`config.mk`:
```
export PLATFORM = sky130hd
export DESIGN_NAME = irq_prio_arbiter
export DESIGN_NICKNAME = d
export VERILOG_FILES = /design/src/rtl/irq_prio_pkg.sv /design/src/rtl/irq_sync_edge.sv /design/src/rtl/irq_prio_regs.sv /design/src/rtl/irq_pick.sv /design/src/rtl/irq_inservice.sv /design/src/rtl/irq_prio_arbiter.sv
export SDC_FILE = /design/constraint.sdc
export NUM_CORES = 1
export LEC_CHECK = 0
export CAP_MARGIN = 0
export CORE_MARGIN = 3
export CORE_UTILIZATION = 50
export DETAILED_ROUTE_END_ITERATION = 10
export GPL_TIMING_DRIVEN = 0
export PLACE_DENSITY = 0.78
export SYNTH_ARGS = -nofsm -noshare
export SYNTH_HDL_FRONTEND = slang
export SYNTH_SLANG_ARGS = --single-unit
```
`constraint.sdc`:
```
create_clock -name clk -period 9.12 [get_ports clk]
set_input_delay 1.368 -clock clk [delete_from_list [all_inputs] [get_ports clk]]
set_output_delay 1.368 -clock clk [all_outputs]
set_load 0.02 [all_outputs]
```
`src/rtl/irq_prio_pkg.sv`:
```
package irq_prio_pkg;
    localparam int NSRC      = 7;
    localparam int NLVL      = 5;
    localparam int LVLW      = $clog2(NLVL);
    localparam int IDXW      = $clog2(NSRC + 1);
    localparam int PFAIL_IDX = NSRC;
    localparam int PFAIL_LVL = NLVL - 1;
endpackage

```
`src/rtl/irq_sync_edge.sv`:
```
module irq_sync_edge #(
    parameter int STAGES = 2
) (
    input  logic clk,
    input  logic rst_n,
    input  logic pin_n,
    input  logic edge_mode,
    input  logic clr,
    output logic pend
);
    typedef struct packed {
        logic [STAGES-1:0] sync;
        logic              prev;
        logic              latch;
    } st_t;

    st_t st_d, st_q;
    logic synced;
    logic fall;

    always_comb begin
        st_d      = st_q;
        synced    = st_q.sync[STAGES-1];
        st_d.sync = {st_q.sync[STAGES-2:0], pin_n};
        st_d.prev = synced;
        fall      = st_q.prev & ~synced;
        if (edge_mode) begin
            st_d.latch = fall | (st_q.latch & ~clr);
        end else begin
            st_d.latch = 1'b0;
        end
        pend = edge_mode ? st_q.latch : ~synced;
    end

    always_ff @(posedge clk or negedge rst_n) begin
        if (!rst_n) begin
            st_q <= '{sync: '1, prev: 1'b1, latch: 1'b0};
        end else begin
            st_q <= st_d;
        end
    end
endmodule

```
`src/rtl/irq_prio_regs.sv`:
```
module irq_prio_regs #(
    parameter int            NSRC    = 7,
    parameter int            AW      = 8,
    parameter int            DW      = 8,
    parameter logic [AW-1:0] HI_ADDR = 8'hB1,
    parameter logic [AW-1:0] LO_ADDR = 8'hB8
) (
    input  logic            clk,
    input  logic            rst_n,
    input  logic [AW-1:0]   bus_addr,
    input  logic            bus_we,
    input  logic [DW-1:0]   bus_wdata,
    output logic [DW-1:0]   bus_rdata,
    output logic [NSRC-1:0] hi_bits,
    output logic [NSRC-1:0] lo_bits
);
    localparam int RSV = DW - NSRC;

    typedef struct packed {
        logic [NSRC-1:0] hi;
        logic [DW-1:0]   lo;
    } st_t;

    st_t st_d, st_q;

    always_comb begin
        st_d = st_q;
        if (bus_we && bus_addr == HI_ADDR) begin
            st_d.hi = bus_wdata[NSRC-1:0];
        end
        if (bus_we && bus_addr == LO_ADDR) begin
            st_d.lo = bus_wdata;
        end
        if (bus_addr == HI_ADDR) begin
            bus_rdata = {{RSV{1'b1}}, st_q.hi};
        end else if (bus_addr == LO_ADDR) begin
            bus_rdata = st_q.lo;
        end else begin
            bus_rdata = '0;
        end
        hi_bits = st_q.hi;
        lo_bits = st_q.lo[NSRC-1:0];
    end

    always_ff @(posedge clk or negedge rst_n) begin
        if (!rst_n) begin
            st_q <= '0;
        end else begin
            st_q <= st_d;
        end
    end
endmodule

```
`src/rtl/irq_pick.sv`:
```
module irq_pick
    import irq_prio_pkg::*;
(
    input  logic [NSRC-1:0] pend,
    input  logic [NSRC-1:0] hi_bits,
    input  logic [NSRC-1:0] lo_bits,
    input  logic            pfail,
    input  logic            ceil_any,
    input  logic [LVLW-1:0] ceil_lvl,
    output logic            win,
    output logic [IDXW-1:0] win_idx,
    output logic [LVLW-1:0] win_lvl
);
    logic            found;
    logic [LVLW-1:0] lv;

    always_comb begin
        found   = 1'b0;
        win_idx = '0;
        win_lvl = '0;
        lv      = '0;
        // scan downward with >= so that the lowest index keeps a tie
        for (int i = NSRC - 1; i >= 0; i--) begin
            lv = LVLW'({hi_bits[i], lo_bits[i]});
            if (pend[i] && (!found || lv >= win_lvl)) begin
                found   = 1'b1;
                win_idx = IDXW'(i);
                win_lvl = lv;
            end
        end
        if (pfail) begin
            found   = 1'b1;
            win_idx = IDXW'(PFAIL_IDX);
            win_lvl = LVLW'(PFAIL_LVL);
        end
        win = found && (!ceil_any || win_lvl > ceil_lvl);
    end
endmodule

```
`src/rtl/irq_inservice.sv`:
```
module irq_inservice
    import irq_prio_pkg::*;
(
    input  logic            clk,
    input  logic            rst_n,
    input  logic            reti,
    input  logic            set,
    input  logic [LVLW-1:0] set_lvl,
    output logic            ceil_any,
    output logic [LVLW-1:0] ceil_lvl,
    output logic [NLVL-1:0] levels_busy
);
    typedef struct packed {
        logic [NLVL-1:0] isv;
    } st_t;

    st_t st_d, st_q;
    logic [NLVL-1:0] cleared;
    logic [LVLW-1:0] top;

    always_comb begin
        top = '0;
        for (int l = 0; l < NLVL; l++) begin
            if (st_q.isv[l]) top = LVLW'(l);
        end
        cleared = st_q.isv;
        if (reti && st_q.isv != '0) begin
            cleared[top] = 1'b0;
        end
        ceil_any = (cleared != '0);
        ceil_lvl = '0;
        for (int l = 0; l < NLVL; l++) begin
            if (cleared[l]) ceil_lvl = LVLW'(l);
        end
        st_d.isv = cleared;
        if (set) begin
            st_d.isv[set_lvl] = 1'b1;
        end
        levels_busy = st_q.isv;
    end

    always_ff @(posedge clk or negedge rst_n) begin
        if (!rst_n) begin
            st_q <= '0;
        end else begin
            st_q <= st_d;
        end
    end
endmodule

```
`src/rtl/irq_prio_arbiter.sv`:
```
module irq_prio_arbiter
    import irq_prio_pkg::*;
#(
    parameter int         AW          = 8,
    parameter int         DW          = 8,
    parameter logic [7:0] HI_ADDR     = 8'hB1,
    parameter logic [7:0] LO_ADDR     = 8'hB8,
    parameter int         SYNC_STAGES = 2
) (
    input  logic            clk,
    input  logic            rst_n,
    input  logic [AW-1:0]   bus_addr,
    input  logic            bus_we,
    input  logic [DW-1:0]   bus_wdata,
    output logic [DW-1:0]   bus_rdata,
    input  logic [1:0]      ext_pin_n,
    input  logic [1:0]      ext_edge,
    input  logic [NSRC-3:0] periph_req,
    input  logic            pfail_req,
    input  logic            reti,
    output logic            vec_valid,
    output logic [IDXW-1:0] vec_idx,
    output logic [LVLW-1:0] vec_level
);
    localparam int EXT_POS0 = 0;
    localparam int EXT_POS1 = 2;

    typedef struct packed {
        logic            valid;
        logic [IDXW-1:0] idx;
        logic [LVLW-1:0] lvl;
    } st_t;

    st_t st_d, st_q;

    logic [NSRC-1:0] hi_bits, lo_bits, pend;
    logic [1:0]      ext_pend, ext_clr;
    logic            win, ceil_any;
    logic [IDXW-1:0] win_idx;
    logic [LVLW-1:0] win_lvl, ceil_lvl;
    logic [NLVL-1:0] levels_busy;

    irq_prio_regs #(
        .NSRC(NSRC), .AW(AW), .DW(DW), .HI_ADDR(HI_ADDR), .LO_ADDR(LO_ADDR)
    ) u_regs (
        .clk(clk), .rst_n(rst_n), .bus_addr(bus_addr), .bus_we(bus_we),
        .bus_wdata(bus_wdata), .bus_rdata(bus_rdata),
        .hi_bits(hi_bits), .lo_bits(lo_bits)
    );

    assign ext_clr[0] = win && win_idx == IDXW'(EXT_POS0);
    assign ext_clr[1] = win && win_idx == IDXW'(EXT_POS1);

    for (genvar k = 0; k < 2; k++) begin : g_ext
        irq_sync_edge #(.STAGES(SYNC_STAGES)) u_sync (
            .clk(clk), .rst_n(rst_n), .pin_n(ext_pin_n[k]),
            .edge_mode(ext_edge[k]), .clr(ext_clr[k]), .pend(ext_pend[k])
        );
    end

    for (genvar i = 0; i < NSRC; i++) begin : g_map
        if (i == EXT_POS0) begin : g_x0
            assign pend[i] = ext_pend[0];
        end else if (i == EXT_POS1) begin : g_x1
            assign pend[i] = ext_pend[1];
        end else if (i < EXT_POS1) begin : g_lo
            assign pend[i] = periph_req[i-1];
        end else begin : g_hi
            assign pend[i] = periph_req[i-2];
        end
    end

    irq_pick u_pick (
        .pend(pend), .hi_bits(hi_bits), .lo_bits(lo_bits), .pfail(pfail_req),
        .ceil_any(ceil_any), .ceil_lvl(ceil_lvl),
        .win(win), .win_idx(win_idx), .win_lvl(win_lvl)
    );

    irq_inservice u_isv (
        .clk(clk), .rst_n(rst_n), .reti(reti), .set(win), .set_lvl(win_lvl),
        .ceil_any(ceil_any), .ceil_lvl(ceil_lvl), .levels_busy(levels_busy)
    );

    always_comb begin
        st_d       = st_q;
        st_d.valid = win;
        if (win) begin
            st_d.idx = win_idx;
            st_d.lvl = win_lvl;
        end
        vec_valid = st_q.valid;
        vec_idx   = st_q.idx;
        vec_level = st_q.lvl;
    end

    always_ff @(posedge clk or negedge rst_n) begin
        if (!rst_n) begin
            st_q <= '0;
        end else begin
            st_q <= st_d;
        end
    end
endmodule

```
==> impl_metrics.toml <==
[cells_and_area]
syn_to_final_growth_pct = 62.59
utilization_pct = 87.71
layout.cells.most_common_list = "sky130_fd_sc_hd__buf_4, sky130_fd_sc_hd__clkdlybuf4s50_1, sky130_fd_sc_hd__dfrtp_1"
post_route_cells_drive_above_1_share_pct = 40.94
final_cell_area_um2 = 3660
layout.cells.most_common = "sky130_fd_sc_hd__buf_4"
ant_diodes = 0
num-nets-final = 385

[clocking]
cts_buffer_depth = 2
cts-htree-levels = 2
worstSkewPairLatency_ns = 0.30
cts_num_sinks = 35
worst_setup_hold_path_clk_slew_ns = 0.07
cts_root_buf = "sky130_fd_sc_hd__clkbuf_8"
tritoncts = "built"
postCtsHoldBufs = 0
number_of_buffers_created_by_cts = 5

[sta]
max_freq_mhz = 107.8
tightestPinTransition_ns = 0.8819
timing_max_transition_violations_final = 0
post_route_clock_skew_ns = 0.008114
timing.final.crit_share_pct = 101.7
grt_setup_unrepaired = "yes"
finalWorstSetupSlack_ns = -0.1533
number_of_hold_violations_in_the_final_report = 0
timing.slew.headroom_pct = 40.66
setup-violations-final = 11
final_period_minus_worst_setup_slack_ns = 9.273

[place]
place_area_um2 = 2759
hpwlAfterDp_mm = 3.869
finalWeightedCongestion = 0.8373
io_buffer_count = 44

[grt]
grt_util_all_layers_pct = 27.42
grt_max_degree = 36
grt_antenna_before_repair = 0
first_pass_grt_wire_length_mm = 11.13
gr-total-overflow = 0
vias_in_the_first_global_route = 2370

[route]
detail_route.wl_per_cell_um = 20.97
post-route-drc-count = 0
detailedRoute.firstPassIterationCount = 5
ant_nets = 0
first_iter_violations = 231
num_vias = 2426
routed_via_density = 6.189
wl_mm = 8.219

[worst_setup_path]
startpoint_type = "input pin"
crit_arrival_ns = 9.49
worstSetupEndpointType = "register"
r2r.worst_path.cells = 40
cp_max_fo = 5
timing.critical_path.slowest_cell_delay_ns = 0.40
timing.rr.end = "u_isv.levels_busy[2]"
worst_ep_required_time_ns = 9.34
worst_r2r_startpoint = "u_regs.hi_bits[5]"
rrSetupSlack_ns = 0.51
slowest_cp_cell = "sky130_fd_sc_hd__a221o_1"
critPathKind = "in2reg"
critical_path.most_common_cell = "sky130_fd_sc_hd__ha_4"

[floorplan]
fp-row-count = 23
start_util_pct = 53.94
die_height_um = 73.10
die-area_um2 = 5343
die_width_um = 73.10
pin_count = 45
placeableCoreArea_um2 = 4173

[synth]
fraction_of_registers_with_async_set_reset_pct = 100.0
synth_cell_types = 48
mappedNetlistNets = 274
synth-seq-cells = 35
syn_avg_cell_area_um2 = 9.787
synthesis.area_um2 = 2251
synthAdderAreaFrac_pct = 8.671
synth_simple_gate_area_share_pct = 17.23
yosys-mux-area-fraction_pct = 10.45
synthCells = 230
synth-xor-area-share_pct = 0
synth_compound_gate_area_share_pct = 21.07
ys_seq_area_share_pct = 39.24
synth-edff-count = 0
dominant_combinational_cell_family_by_area_after_synthesis = "compound AO/OA/AOI/OAI gates"
synth_warnings = 0
synth-main-ff-cell = "sky130_fd_sc_hd__dfrtp_1"

[run]
cap_violations = 0

[power]
total_power_uw = 633.0
power.leakage_uw = 0.001625
irDropWorstVdd_mv = 0.1149
pwr_density_cell_nw_per_um2 = 173.0

[hold_path]
whs_endpoint = "g_ext[1].u_sync.st_d[1]"
min_from = "g_ext[1].u_sync.st_d[3]"
min_path_cells = 0
min-delay-path-class = "reg2reg"

[run_status]
status = "finished with violations"
failed_checks = "negative setup slack"
## worst max-delay path: cells and delay by family
| family | cells | cell delay (ns) |
|---|---|---|
| fa+ha+maj | 7 | 1.73 |
| mux | 4 | 1.14 |
| buf+inv | 3 | 0.40 |
| compound gates | 16 | 3.28 |
| simple gates | 12 | 1.50 |
## per-stage QoR
stage          setup WS [ns]  setup TNS [ns]  hold slack [ns]  cells
2_1_floorplan        0.05183               0           0.3452    230
3_3_place_gp          -1.339          -16.45           0.3457    324
3_5_place_dp          -1.492          -18.20           0.3472    324
4_1_cts              0.01081               0           0.3578    375
5_1_grt              -0.3842          -3.693           0.3664    392
6_report             -0.1533         -0.7617           0.3567    392
## layout make-up
| cell class | count | area, µm² |
|---|---|---|
| tap | 50 | 62.56 |
| multi-input combinational | 175 | 1637 |
| inverter | 19 | 71.32 |
| fill | 187 | 513.0 |
| timing repair buffer | 104 | 917.1 |
| clock inverter | 2 | 12.51 |
| sequential | 35 | 883.3 |
| clock buffer | 6 | 72.57 |
| buffer | 1 | 3.754 |
## repair_timing
action	CTS	global route
pin swaps	25	33
gates resized for setup	40	32
setup endpoints to repair	14	14
buffers inserted	43	20
## routing by layer
metal / part of all wire (%) / GRT usage [%] / vias up
li1: - / - / 1066
met1: 40 / 31.38 / 1181
met2: 49 / 47.37 / 143
met3: 6.6 / 5.234 / 36
met4: 4.1 / 15.57 / 0
met5: 0 / 0 / -
## synthesized netlist by cell type (5+ instances only)
master | number | share of area [%]
sky130_fd_sc_hd__and2_1 | 5 | 1.4
sky130_fd_sc_hd__a22o_1 | 9 | 3.5
sky130_fd_sc_hd__dfstp_2 | 6 | 7.0
sky130_fd_sc_hd__inv_1 | 19 | 3.2
sky130_fd_sc_hd__dfrtp_1 | 29 | 32
sky130_fd_sc_hd__ha_1 | 14 | 7.8
sky130_fd_sc_hd__o21ai_0 | 11 | 2.4
sky130_fd_sc_hd__nand2_1 | 23 | 3.8
sky130_fd_sc_hd__nand2b_1 | 11 | 3.1
sky130_fd_sc_hd__mux2_2 | 16 | 8.0
sky130_fd_sc_hd__a21oi_1 | 11 | 2.4
sky130_fd_sc_hd__nor2_1 | 14 | 2.3
## flip-flops by register name (all words and copies together), names as in the netlist
register,cells
g_ext.u_sync.st_d,4
g_ext.u_sync.st_q,4
u_isv.levels_busy,5
u_regs.hi_bits,7
u_regs.lo_bits,7
u_regs.st_q,1
vec_idx,3
vec_level,3
vec_valid,1
## report_power, final
| group | internal (µW) | switching [µW] | total [µW] |
|---|---|---|---|
| sequential | 185 | 25.4 | 211 |
| combinational | 158 | 150 | 309 |
| clock | 53.4 | 60.2 | 114 |
| total | 397 | 236 | 633 |
## kinds of logic (layout without fill, tap and decap cells)
| group | after synthesis | after routing |
|---|---|---|
| DFF | 35 | 35 |
| and+or+nand+nor | 74 | 74 |
| adders and majority gates | 16 | 16 |
| buffers and inverters | 20 | 132 |
| AOI/OAI and AO/OA | 64 | 64 |
| muxes | 21 | 21 |
## worst max path at each step
| stage | depth (start not counted) | start | endpoint | slack (ns) |
|---|---|---|---|---|
| finish | 42 | periph_req[4] | u_isv.levels_busy[2] | -0.15 |
| global route | 42 | periph_req[4] | u_isv.levels_busy[2] | -0.38 |
| CTS | 53 | periph_req[4] | u_isv.levels_busy[2] | 0.01 |
| detailed placement | 43 | periph_req[4] | g_ext[1].u_sync.st_q[0] | -1.49 |
| global placement | 43 | periph_req[4] | g_ext[1].u_sync.st_q[0] | -1.34 |
| floorplan | 40 | periph_req[4] | u_isv.levels_busy[3] | 0.05 |
No activity file was read; power rests on OpenSTA's default activity.
